===== src/rtl/lbl_pkg.sv =====
package lbl_pkg;
  typedef enum logic {
    HALF_HEAD = 1'b0,
    HALF_TAIL = 1'b1
  } half_e;

  localparam int unsigned HEAD_SEQ_COST  = 1;
  localparam int unsigned HEAD_NSEQ_COST = 0;
  localparam int unsigned TAIL_SEQ_COST  = 2;
  localparam int unsigned TAIL_NSEQ_COST = 1;
endpackage


===== src/rtl/lbl_offset_unit.sv =====
module lbl_offset_unit #(
  parameter int ADDR_W     = 32,
  parameter int OFF_W      = 11,
  parameter int HEAD_SHIFT = 12,
  parameter int TAIL_SHIFT = 1,
  parameter int RET_BACK   = 2
) (
  input  logic [OFF_W-1:0]  offset,
  input  logic [ADDR_W-1:0] pc,
  input  logic [ADDR_W-1:0] lr,
  output logic [ADDR_W-1:0] head_lr,
  output logic [ADDR_W-1:0] tail_raw,
  output logic [ADDR_W-1:0] ret_lr
);
  localparam int HEAD_EXT = ADDR_W - OFF_W - HEAD_SHIFT;
  localparam int TAIL_EXT = ADDR_W - OFF_W - TAIL_SHIFT;

  logic [ADDR_W-1:0] head_term;
  logic [ADDR_W-1:0] tail_term;
  logic [ADDR_W-1:0] back_pc;

  // upper offset part: signed, scaled to the head position
  assign head_term = {{HEAD_EXT{offset[OFF_W-1]}}, offset, {HEAD_SHIFT{1'b0}}};
  // lower offset part: unsigned, halfword scaled
  assign tail_term = {{TAIL_EXT{1'b0}}, offset, {TAIL_SHIFT{1'b0}}};

  assign head_lr  = pc + head_term;
  assign tail_raw = lr + tail_term;
  assign back_pc  = pc - ADDR_W'(RET_BACK);
  // return address marked as compact-mode code
  assign ret_lr   = {back_pc[ADDR_W-1:1], 1'b1};
endmodule


===== src/rtl/lbl_state_resolve.sv =====
module lbl_state_resolve #(
  parameter int ADDR_W = 32
) (
  input  logic              is_tail,
  input  logic              stay_req,
  input  logic [ADDR_W-1:0] raw,
  output logic [ADDR_W-1:0] target,
  output logic              compact
);
  logic [ADDR_W-1:0] adj;

  always_comb begin
    adj = raw;
    if (stay_req) adj[0] = 1'b1;
    if (!is_tail) begin
      target  = '0;
      compact = 1'b1;
    end else if (adj[0]) begin
      target  = {adj[ADDR_W-1:1], 1'b0};
      compact = 1'b1;
    end else begin
      target  = {adj[ADDR_W-1:2], 2'b00};
      compact = 1'b0;
    end
  end
endmodule


===== src/rtl/lbl_out_stage.sv =====
module lbl_out_stage #(
  parameter int DW = 8
) (
  input  logic          clk,
  input  logic          rst_n,
  input  logic          in_valid,
  output logic          in_ready,
  input  logic [DW-1:0] in_data,
  output logic          out_valid,
  input  logic          out_ready,
  output logic [DW-1:0] out_data
);
  logic          full_q;
  logic [DW-1:0] data_q;
  logic          load;

  assign in_ready  = !full_q || out_ready;
  assign load      = in_valid && in_ready;
  assign out_valid = full_q;
  assign out_data  = data_q;

  always_ff @(posedge clk) begin
    if (!rst_n) begin
      full_q <= 1'b0;
      data_q <= '0;
    end else begin
      if (load) begin
        full_q <= 1'b1;
        data_q <= in_data;
      end else if (out_ready) begin
        full_q <= 1'b0;
      end
    end
  end

  // a stalled result is neither dropped nor altered
  assert_hold_R8: assert property (@(posedge clk) disable iff (!rst_n)
    out_valid && !out_ready |=> out_valid && $stable(out_data));
endmodule


===== src/rtl/lbl_combiner.sv =====
module lbl_combiner #(
  parameter int ADDR_W     = 32,
  parameter int OFF_W      = 11,
  parameter int HEAD_SHIFT = 12,
  parameter int TAIL_SHIFT = 1,
  parameter int RET_BACK   = 2,
  parameter int COST_W     = 2
) (
  input  logic              clk,
  input  logic              rst_n,
  input  logic              legacy_core,
  input  logic              in_valid,
  output logic              in_ready,
  input  logic              in_tail,
  input  logic [OFF_W-1:0]  in_offset,
  input  logic              in_sel,
  input  logic [ADDR_W-1:0] in_pc,
  input  logic [ADDR_W-1:0] in_lr,
  output logic              out_valid,
  input  logic              out_ready,
  output logic [ADDR_W-1:0] out_lr,
  output logic              out_branch,
  output logic [ADDR_W-1:0] out_target,
  output logic              out_compact,
  output logic [COST_W-1:0] out_seq_cyc,
  output logic [COST_W-1:0] out_nseq_cyc
);
  import lbl_pkg::*;

  localparam int DW = 2 * ADDR_W + 2 + 2 * COST_W;

  half_e             half;
  logic [ADDR_W-1:0] head_lr, tail_raw, ret_lr;
  logic [ADDR_W-1:0] nx_target, nx_lr;
  logic              nx_compact;
  logic [COST_W-1:0] nx_seq, nx_nseq;
  logic [DW-1:0]     pack_in, pack_out;

  assign half = in_tail ? HALF_TAIL : HALF_HEAD;

  lbl_offset_unit #(
    .ADDR_W(ADDR_W), .OFF_W(OFF_W), .HEAD_SHIFT(HEAD_SHIFT),
    .TAIL_SHIFT(TAIL_SHIFT), .RET_BACK(RET_BACK)
  ) u_off (
    .offset(in_offset), .pc(in_pc), .lr(in_lr),
    .head_lr(head_lr), .tail_raw(tail_raw), .ret_lr(ret_lr)
  );

  lbl_state_resolve #(.ADDR_W(ADDR_W)) u_state (
    .is_tail(half == HALF_TAIL),
    .stay_req(legacy_core || in_sel),
    .raw(tail_raw),
    .target(nx_target),
    .compact(nx_compact)
  );

  always_comb begin
    if (half == HALF_TAIL) begin
      nx_lr   = ret_lr;
      nx_seq  = COST_W'(TAIL_SEQ_COST);
      nx_nseq = COST_W'(TAIL_NSEQ_COST);
    end else begin
      nx_lr   = head_lr;
      nx_seq  = COST_W'(HEAD_SEQ_COST);
      nx_nseq = COST_W'(HEAD_NSEQ_COST);
    end
  end

  assign pack_in = {nx_lr, (half == HALF_TAIL), nx_target, nx_compact, nx_seq, nx_nseq};

  lbl_out_stage #(.DW(DW)) u_out (
    .clk(clk), .rst_n(rst_n),
    .in_valid(in_valid), .in_ready(in_ready), .in_data(pack_in),
    .out_valid(out_valid), .out_ready(out_ready), .out_data(pack_out)
  );

  assign {out_lr, out_branch, out_target, out_compact, out_seq_cyc, out_nseq_cyc} = pack_out;

  // a waiting result blocks the input
  assert_stall_R8: assert property (@(posedge clk) disable iff (!rst_n)
    out_valid && !out_ready |-> !in_ready);
  // head results carry single sequential cost and no jump
  assert_head_cost_R2: assert property (@(posedge clk) disable iff (!rst_n)
    out_valid && !out_branch |-> out_seq_cyc == 2'd1 && out_nseq_cyc == 2'd0 && out_compact);
  // tail results carry the jump cost
  assert_tail_cost_R7: assert property (@(posedge clk) disable iff (!rst_n)
    out_valid && out_branch |-> out_seq_cyc == 2'd2 && out_nseq_cyc == 2'd1);
  // return address always marks compact code
  assert_ret_mark_R4: assert property (@(posedge clk) disable iff (!rst_n)
    out_valid && out_branch |-> out_lr[0]);
  // compact targets are halfword aligned
  assert_compact_align_R5: assert property (@(posedge clk) disable iff (!rst_n)
    out_valid && out_branch && out_compact |-> !out_target[0]);
  // 32-bit targets are word aligned
  assert_word_align_R6: assert property (@(posedge clk) disable iff (!rst_n)
    out_valid && out_branch && !out_compact |-> out_target[1:0] == 2'b00);
endmodule


===== config.mk =====
export PLATFORM = sky130hd
export DESIGN_NAME = lbl_combiner
export DESIGN_NICKNAME = d
export VERILOG_FILES = /design/src/rtl/lbl_pkg.sv /design/src/rtl/lbl_offset_unit.sv /design/src/rtl/lbl_state_resolve.sv /design/src/rtl/lbl_out_stage.sv /design/src/rtl/lbl_combiner.sv
export SDC_FILE = /design/constraint.sdc
export NUM_CORES = 1
export LEC_CHECK = 0
export BUFFER_PORTS_ARGS = -buffer_cell sky130_fd_sc_hd__buf_2
export CAP_MARGIN = 20
export CELL_PAD_IN_SITES_DETAIL_PLACEMENT = 1
export CELL_PAD_IN_SITES_GLOBAL_PLACEMENT = 1
export CORE_MARGIN = 4
export CORE_UTILIZATION = 25
export CTS_CLUSTER_SIZE = 20
export DETAILED_ROUTE_END_ITERATION = 6
export PLACE_DENSITY_LB_ADDON = 0.1
export SLEW_MARGIN = 30
export SYNTH_ARGS = -nofsm -noshare
export SYNTH_HDL_FRONTEND = slang
export SYNTH_HIERARCHICAL = 1
export SYNTH_SLANG_ARGS = --single-unit

===== constraint.sdc =====
create_clock -name clk -period 7.8 [get_ports clk]
set_input_delay 1.17 -clock clk [delete_from_list [all_inputs] [get_ports clk]]
set_output_delay 1.17 -clock clk [all_outputs]
set_load 0.02 [all_outputs]

Word level (Yosys, flattened, before mapping). Index checks and enable logic that the tools add are counted.

Register bits after elaboration: 71. Bits in latches: 0. Memory bits (writable): 0. Memory bits (read-only): 0. Input port bits: 82. Output and inout bits: 72. Memories kept: 0.

$add $sub $neg: 3. $mul: 0. Div/mod/pow operators: 0. Magnitude comparators: 0. Equality and inequality tests: 0. Shift-type cells: 0. Mux-type cells: 11. Bitwise logic cells: 0. Reductions and logical operators: 5.

Operators by type and width (number): $mux W32 (2); $add A32 B12 Y32 (1); $add A32 B32 Y32 (1); $sub A32 B2 Y32 const B (1); $mux W1 (7); $mux W2 (2); $logic_or A1 B1 Y1 (2); $reduce_bool A2 Y1 (1); $logic_and A1 B1 Y1 (1); $logic_not A1 Y1 (1).

Longest topological paths before layout.
Depth in word-level cells: 4. Gate-level depth with buffers: 11. Gate-level depth less buffers: 11.

Hierarchy. Netlist, hierarchy kept.

By module, submodules not included: lbl_out_stage (instances 1, cells each 309, area each 2912.8 µm², seq. area each 1421.4 µm²); lbl_offset_unit (instances 1, cells each 330, area each 2389.8 µm², seq. area each 0.0 µm²); lbl_combiner (instances 1, cells each 39, area each 554.3 µm², seq. area each 0.0 µm²); lbl_state_resolve (instances 1, cells each 37, area each 232.7 µm², seq. area each 0.0 µm²).

Least setup slack after synthesis. Ideal clock, no wire load.

Kind: input-to-reg. Start point: input in_offset[0]. End point: register u_out.data_q[62], in the netlist u_out/out_data[62]. Library setup time: 0.118 ns. Data arrival time: 3.323 ns. Slack: 4.358 ns. Cell stages on the path: 11. Path buffers: 0. Cells stage by stage: ha_1 > fa_1 > a211oi_1 > o21ai_0 > a31o_2 > a31oi_1 > o21ai_0 > xor2_1 > mux2_4 > nand2_1 > mux2i_1.

Longest elaborated chain between the ends: 2.

Ends and longest elaborated chain: from (decl) (line lbl_combiner.sv:15) `input logic [OFF_W-1:0] in_offset,`; $add A32 B32 Y32 (line lbl_offset_unit.sv:27) `assign head_lr = pc + head_term;`; via head_lr[24] (line lbl_combiner.sv:33) `logic [ADDR_W-1:0] head_lr, tail_raw, ret_lr;`; $mux W32 (line lbl_combiner.sv:58) `if (half == HALF_TAIL) begin`; via nx_lr[24] (line lbl_combiner.sv:34) `logic [ADDR_W-1:0] nx_target, nx_lr;`; to (signal assigned) (line lbl_out_stage.sv:29) `data_q <= in_data;`; to (decl) (line lbl_out_stage.sv:14) `logic [DW-1:0] data_q;`.

The timed path passes the listed nets, and every way through them passes these cells. A chain may end at the register's enable or synchronous reset.

Worst setup path in the final report.
Start point: input in_offset[0]. End point: register u_out.data_q[32], in the netlist u_out/out_data[32].

Longest elaborated chain between the ends: 2.

Ends and longest elaborated chain: $add A32 B12 Y32 (line lbl_offset_unit.sv:28) `assign tail_raw = lr + tail_term;`; via tail_raw[27] (line lbl_combiner.sv:33); $mux W32 (line lbl_state_resolve.sv:15) `if (!is_tail) begin`; via nx_target[27] (line lbl_combiner.sv:34).

The timed path passes the listed nets, and every way through them passes these cells.

==> results.txt <==
At the pin with the least slew margin, the transition time is 0.831 ns. The tool flagged a number of max-cap violations equal to 0. The placed instances occupy a cell area of 6820 sq um.

After detailed routing, the average wire length per cell comes to 16.4 um. The first detailed-routing pass ran for 4 iterations. The flow ran to the end, and the final reports show no timing, DRC or antenna violations. In the synthesized netlist, the number of instances is 715. Entering global routing, the biggest net connects 81 pins. The number of pins exceeding their max-slew limit in the final report came out at 0.

Setup repair after global routing left no endpoint under its margin. TritonCTS created 9 clock buffers. VDD sags by at most 0.0000947 V. The relative area change from synthesis to final layout was 17.8%; the net switching fraction of the power was 32.0%. The Yosys step of the flow raised 6 warnings.

The floorplan has 56 rows. The routability congestion estimate came out at 0.789. The run gives 61 as the post-synthesis cell type count. During I/O placement, the number of pins put on the boundary was 154. Summed over its instances, the top area cell type makes up 23.3% of the synthesized netlist area. The async set-or-reset flop fraction in the synthesized netlist was 0%. The worst setup path is of the in2reg kind. The biggest area contributor in the post-synthesis netlist is sky130_fd_sc_hd__dfxtp_1. At the later pin of the worst-skew pair, clock insertion delay measures 0.35 ns.

In this run, synthesis produced a sequential element count of 71. After clock tree synthesis, the repair step resized 0 gates. After synthesis, the cell types taking the most area are sky130_fd_sc_hd__dfxtp_1, sky130_fd_sc_hd__mux2i_1, sky130_fd_sc_hd__nand2_1. The run gives 7170 sq um as the post-route cell area.

The run gives 5704 as the via count of the first global-routing pass. First element of the critical path: in_offset[0]. The met3 capacity usage during global routing was 3.66%. For this design the static power due to leakage is 3.38 nW. The critical path arrival is 3.97 ns, and the maximum clock frequency is 265 MHz.

The most crowded layer after global routing was met2. Startpoint of the worst register-to-register path: u_out/out_valid. The count of placed standard cells in the final layout, fillers left out came out at 1154.

The tools report the HPWL reported at the end of detailed placement as 14400 um. Among all flip-flop cells after synthesis, the most frequent one is sky130_fd_sc_hd__dfxtp_1. Global routing consumed, over all layers together, 14.0% of the routing resources.

In this run, post-CTS hold repair placed 0 buffers. After the first detailed-routing iteration, the DRC count stood at 170. Horizontal extent of the die: 164 um. The run gives 39.7% as the proportion of power drawn by the clock network. The clock tree synthesis step divided the H-tree into 3 levels.

Across the routed clock network, the largest skew measured is 0.00739 ns. In this run, flip-flops and latches consume 31.7% of the power. Counting every net in the synthesized netlist gives 830. TritonCTS built the clock tree. The share of the yosys chip area belonging to registers is 23.3%, and the count of inserted antenna diode cells is 0.

The average via count per standard cell is 4.62. Across all register-to-register paths, the minimum setup slack is 5.76 ns. The internal power of the cells totals 0.861 mW.

The worst setup path is launched from an input port. Count of flip-flops with a built-in enable after synthesis: 0. The number of antenna violations at the first check in global routing was 6; the final period demand of the worst path was 3.77 ns. Number of cells in the design after placement: 1138. The tree is rooted in a sky130_fd_sc_hd__clkbuf_16. The first global-routing pass estimated 30000 um of wire. Cells with a size suffix above 1 make up 25.7% of the layout.

Averaged over all synthesized cells, the footprint is 8.52 sq um. The detailed router placed 5326 vias in this run. The floorplan step defined a core boundary enclosing 23700 sq um. The logs give 0.405 mW for the net load switching power and 6090 sq um for the combined area of all synthesized cells. The floorplan step defined a die boundary enclosing 26900 sq um. Buffers added to address setup during post-CTS repair amount to 0. The most repeated cell in the gate-level netlist after synthesis was sky130_fd_sc_hd__nand2_1.

The count of nets left with antenna violations once routing finished came out at 0. Measured against its own limit, the worst slew margin works out to 44.2%. The clock passes through at most 2 buffers.

Final hold violation count: 0. Input and output buffers added on the ports amount to 153. The total overflow left after global routing is 0. For the worst setup path, the data required time is 8.00 ns. The share of the clock period used by the worst path is 48.3%. Across all hold checks on the routed design, the worst slack comes to 0.456 ns. Number of nets at the end of the flow: 945. The nature of the critical path endpoint was a flip-flop.

The clock net in this run drives a total of 71 sinks. The tools report the termination of the worst setup path as u_out/out_data[32]. Measured along the y axis, the die boundary spans 164 um. The run gives 25.7% as the initial core utilization.

The clock-pin slew of the registers on the worst-case setup and hold paths is 0.07 ns. Global routing used 24.4% of the available met2 tracks. The depth of the most critical reg-to-reg path was 4. The maximum fanout along the worst path was 10.

The tightest min-delay check is of the reg2reg type. In this run, the combinational gates consume 28.6% of the power. Dividing total power by cell area gives a power density of 176 nW/um^2. The routed design has 18900 um of wire. The commonest cells after synthesis are sky130_fd_sc_hd__nand2_1, sky130_fd_sc_hd__dfxtp_1, sky130_fd_sc_hd__mux2i_1.

Endpoint of the worst register-to-register path: u_out/out_data[11]. The logs give 0 for the number of endpoints failing setup at the final stage and 0 for the post-detailed-route DRC marker count. The met1 track demand over resource was 17.3%; the depth of the worst hold-timing path was 2. Adding up every negative setup slack in the final design gives 0 ns.
==> cell families after synthesis <==
kind of cell	count (synthesis)	synth area share (%)
simple gates	293	23.2
flops	71	23.3
buf+inv	59	7.89
compound gates	82	8.81
mux	102	19.2
fa+ha+maj	33	7.03
other cells	3	0.185
xor+xnor	72	10.4
==> flip-flops by register name, summed over array words and instances (netlist names) <==
| name | cells |
|---|---|
| u_out/out_data | 70 |
| u_out/out_valid | 1 |
==> per-stage QoR <==
stage | worst slack [ns] | power [mW] | util (%)
floorplan | 4.36 | 0.679 | -
detailed placement | 3.67 | 0.778 | 28.8
global placement | 3.74 | 0.772 | 28.8
finish | 4.03 | 1.27 | 30.3
global route | 3.79 | 1.35 | 30.3
CTS | 4.06 | 1.30 | 30.3
==> cell type report <==
cell class              count  area [sq um]
fillers                  2889         16500
well taps                 319           399
multi-input cells         585          4190
repair buffers            155           790
clock inverters             6           116
clock buffers              10           229
inverters                   8          30.0
flip-flops and latches     71          1420
==> cell usage in the layout (no fill, tap or decap), drive strengths merged, types with 6 or more instances in the layout <==
master / instances
nand2: 167
buf: 155
dfxtp: 71
mux2i: 70
xor2: 45
and2: 32
mux2: 32
ha: 31
nor2: 27
xnor2: 27
a21oi: 22
o21ai: 16
nor3: 15
a21o: 13
nand3: 10
clkbuf: 10
inv: 9
a211oi: 7
or3: 7
nand4: 6
==> worst max-delay path: stages <==
cell and delay, ns:
sky130_fd_sc_hd__buf_2 0.11, sky130_fd_sc_hd__ha_1 0.23, sky130_fd_sc_hd__fa_1 0.44, sky130_fd_sc_hd__a21oi_1 0.24, sky130_fd_sc_hd__o221ai_1 0.16, sky130_fd_sc_hd__a31o_2 0.28, sky130_fd_sc_hd__o21ai_1 0.65, sky130_fd_sc_hd__and3b_1 0.27
sky130_fd_sc_hd__xor2_1 0.13, sky130_fd_sc_hd__and2_1 0.15, sky130_fd_sc_hd__nand2_1 0.05, sky130_fd_sc_hd__mux2i_1 0.07
==> power groups by stage <==
stage / Combinational [mW] / Clock (mW) / Sequential, mW
2_1_floorplan: 0.238 / 0 / 0.441
3_3_place_gp: 0.362 / 0 / 0.409
3_5_place_dp: 0.368 / 0 / 0.410
4_1_cts: 0.370 / 0.527 / 0.402
5_1_grt: 0.402 / 0.540 / 0.405
6_report: 0.362 / 0.502 / 0.402
==> metal layers <==
metal | vias to the layer above | wire length, um
met3 | 23 | 938
met4 | 12 | 196
met1 | 2520 | 8550
met2 | 108 | 9150
met5 | - | 81
li1 | 2663 | -
==> worst min path at each step <==
stage / endpoint / startpoint / slack, ns
floorplan: u_out/out_data[0] / u_out/out_data[0] / 0.53
global placement: u_out/out_data[38] / u_out/out_data[38] / 0.44
detailed placement: u_out/out_data[1] / u_out/out_data[1] / 0.44
CTS: u_out/out_data[13] / u_out/out_data[13] / 0.46
global route: u_out/out_data[27] / u_out/out_data[27] / 0.48
finish: u_out/out_data[13] / u_out/out_data[13] / 0.46
(Power assumes the default switching activity.)
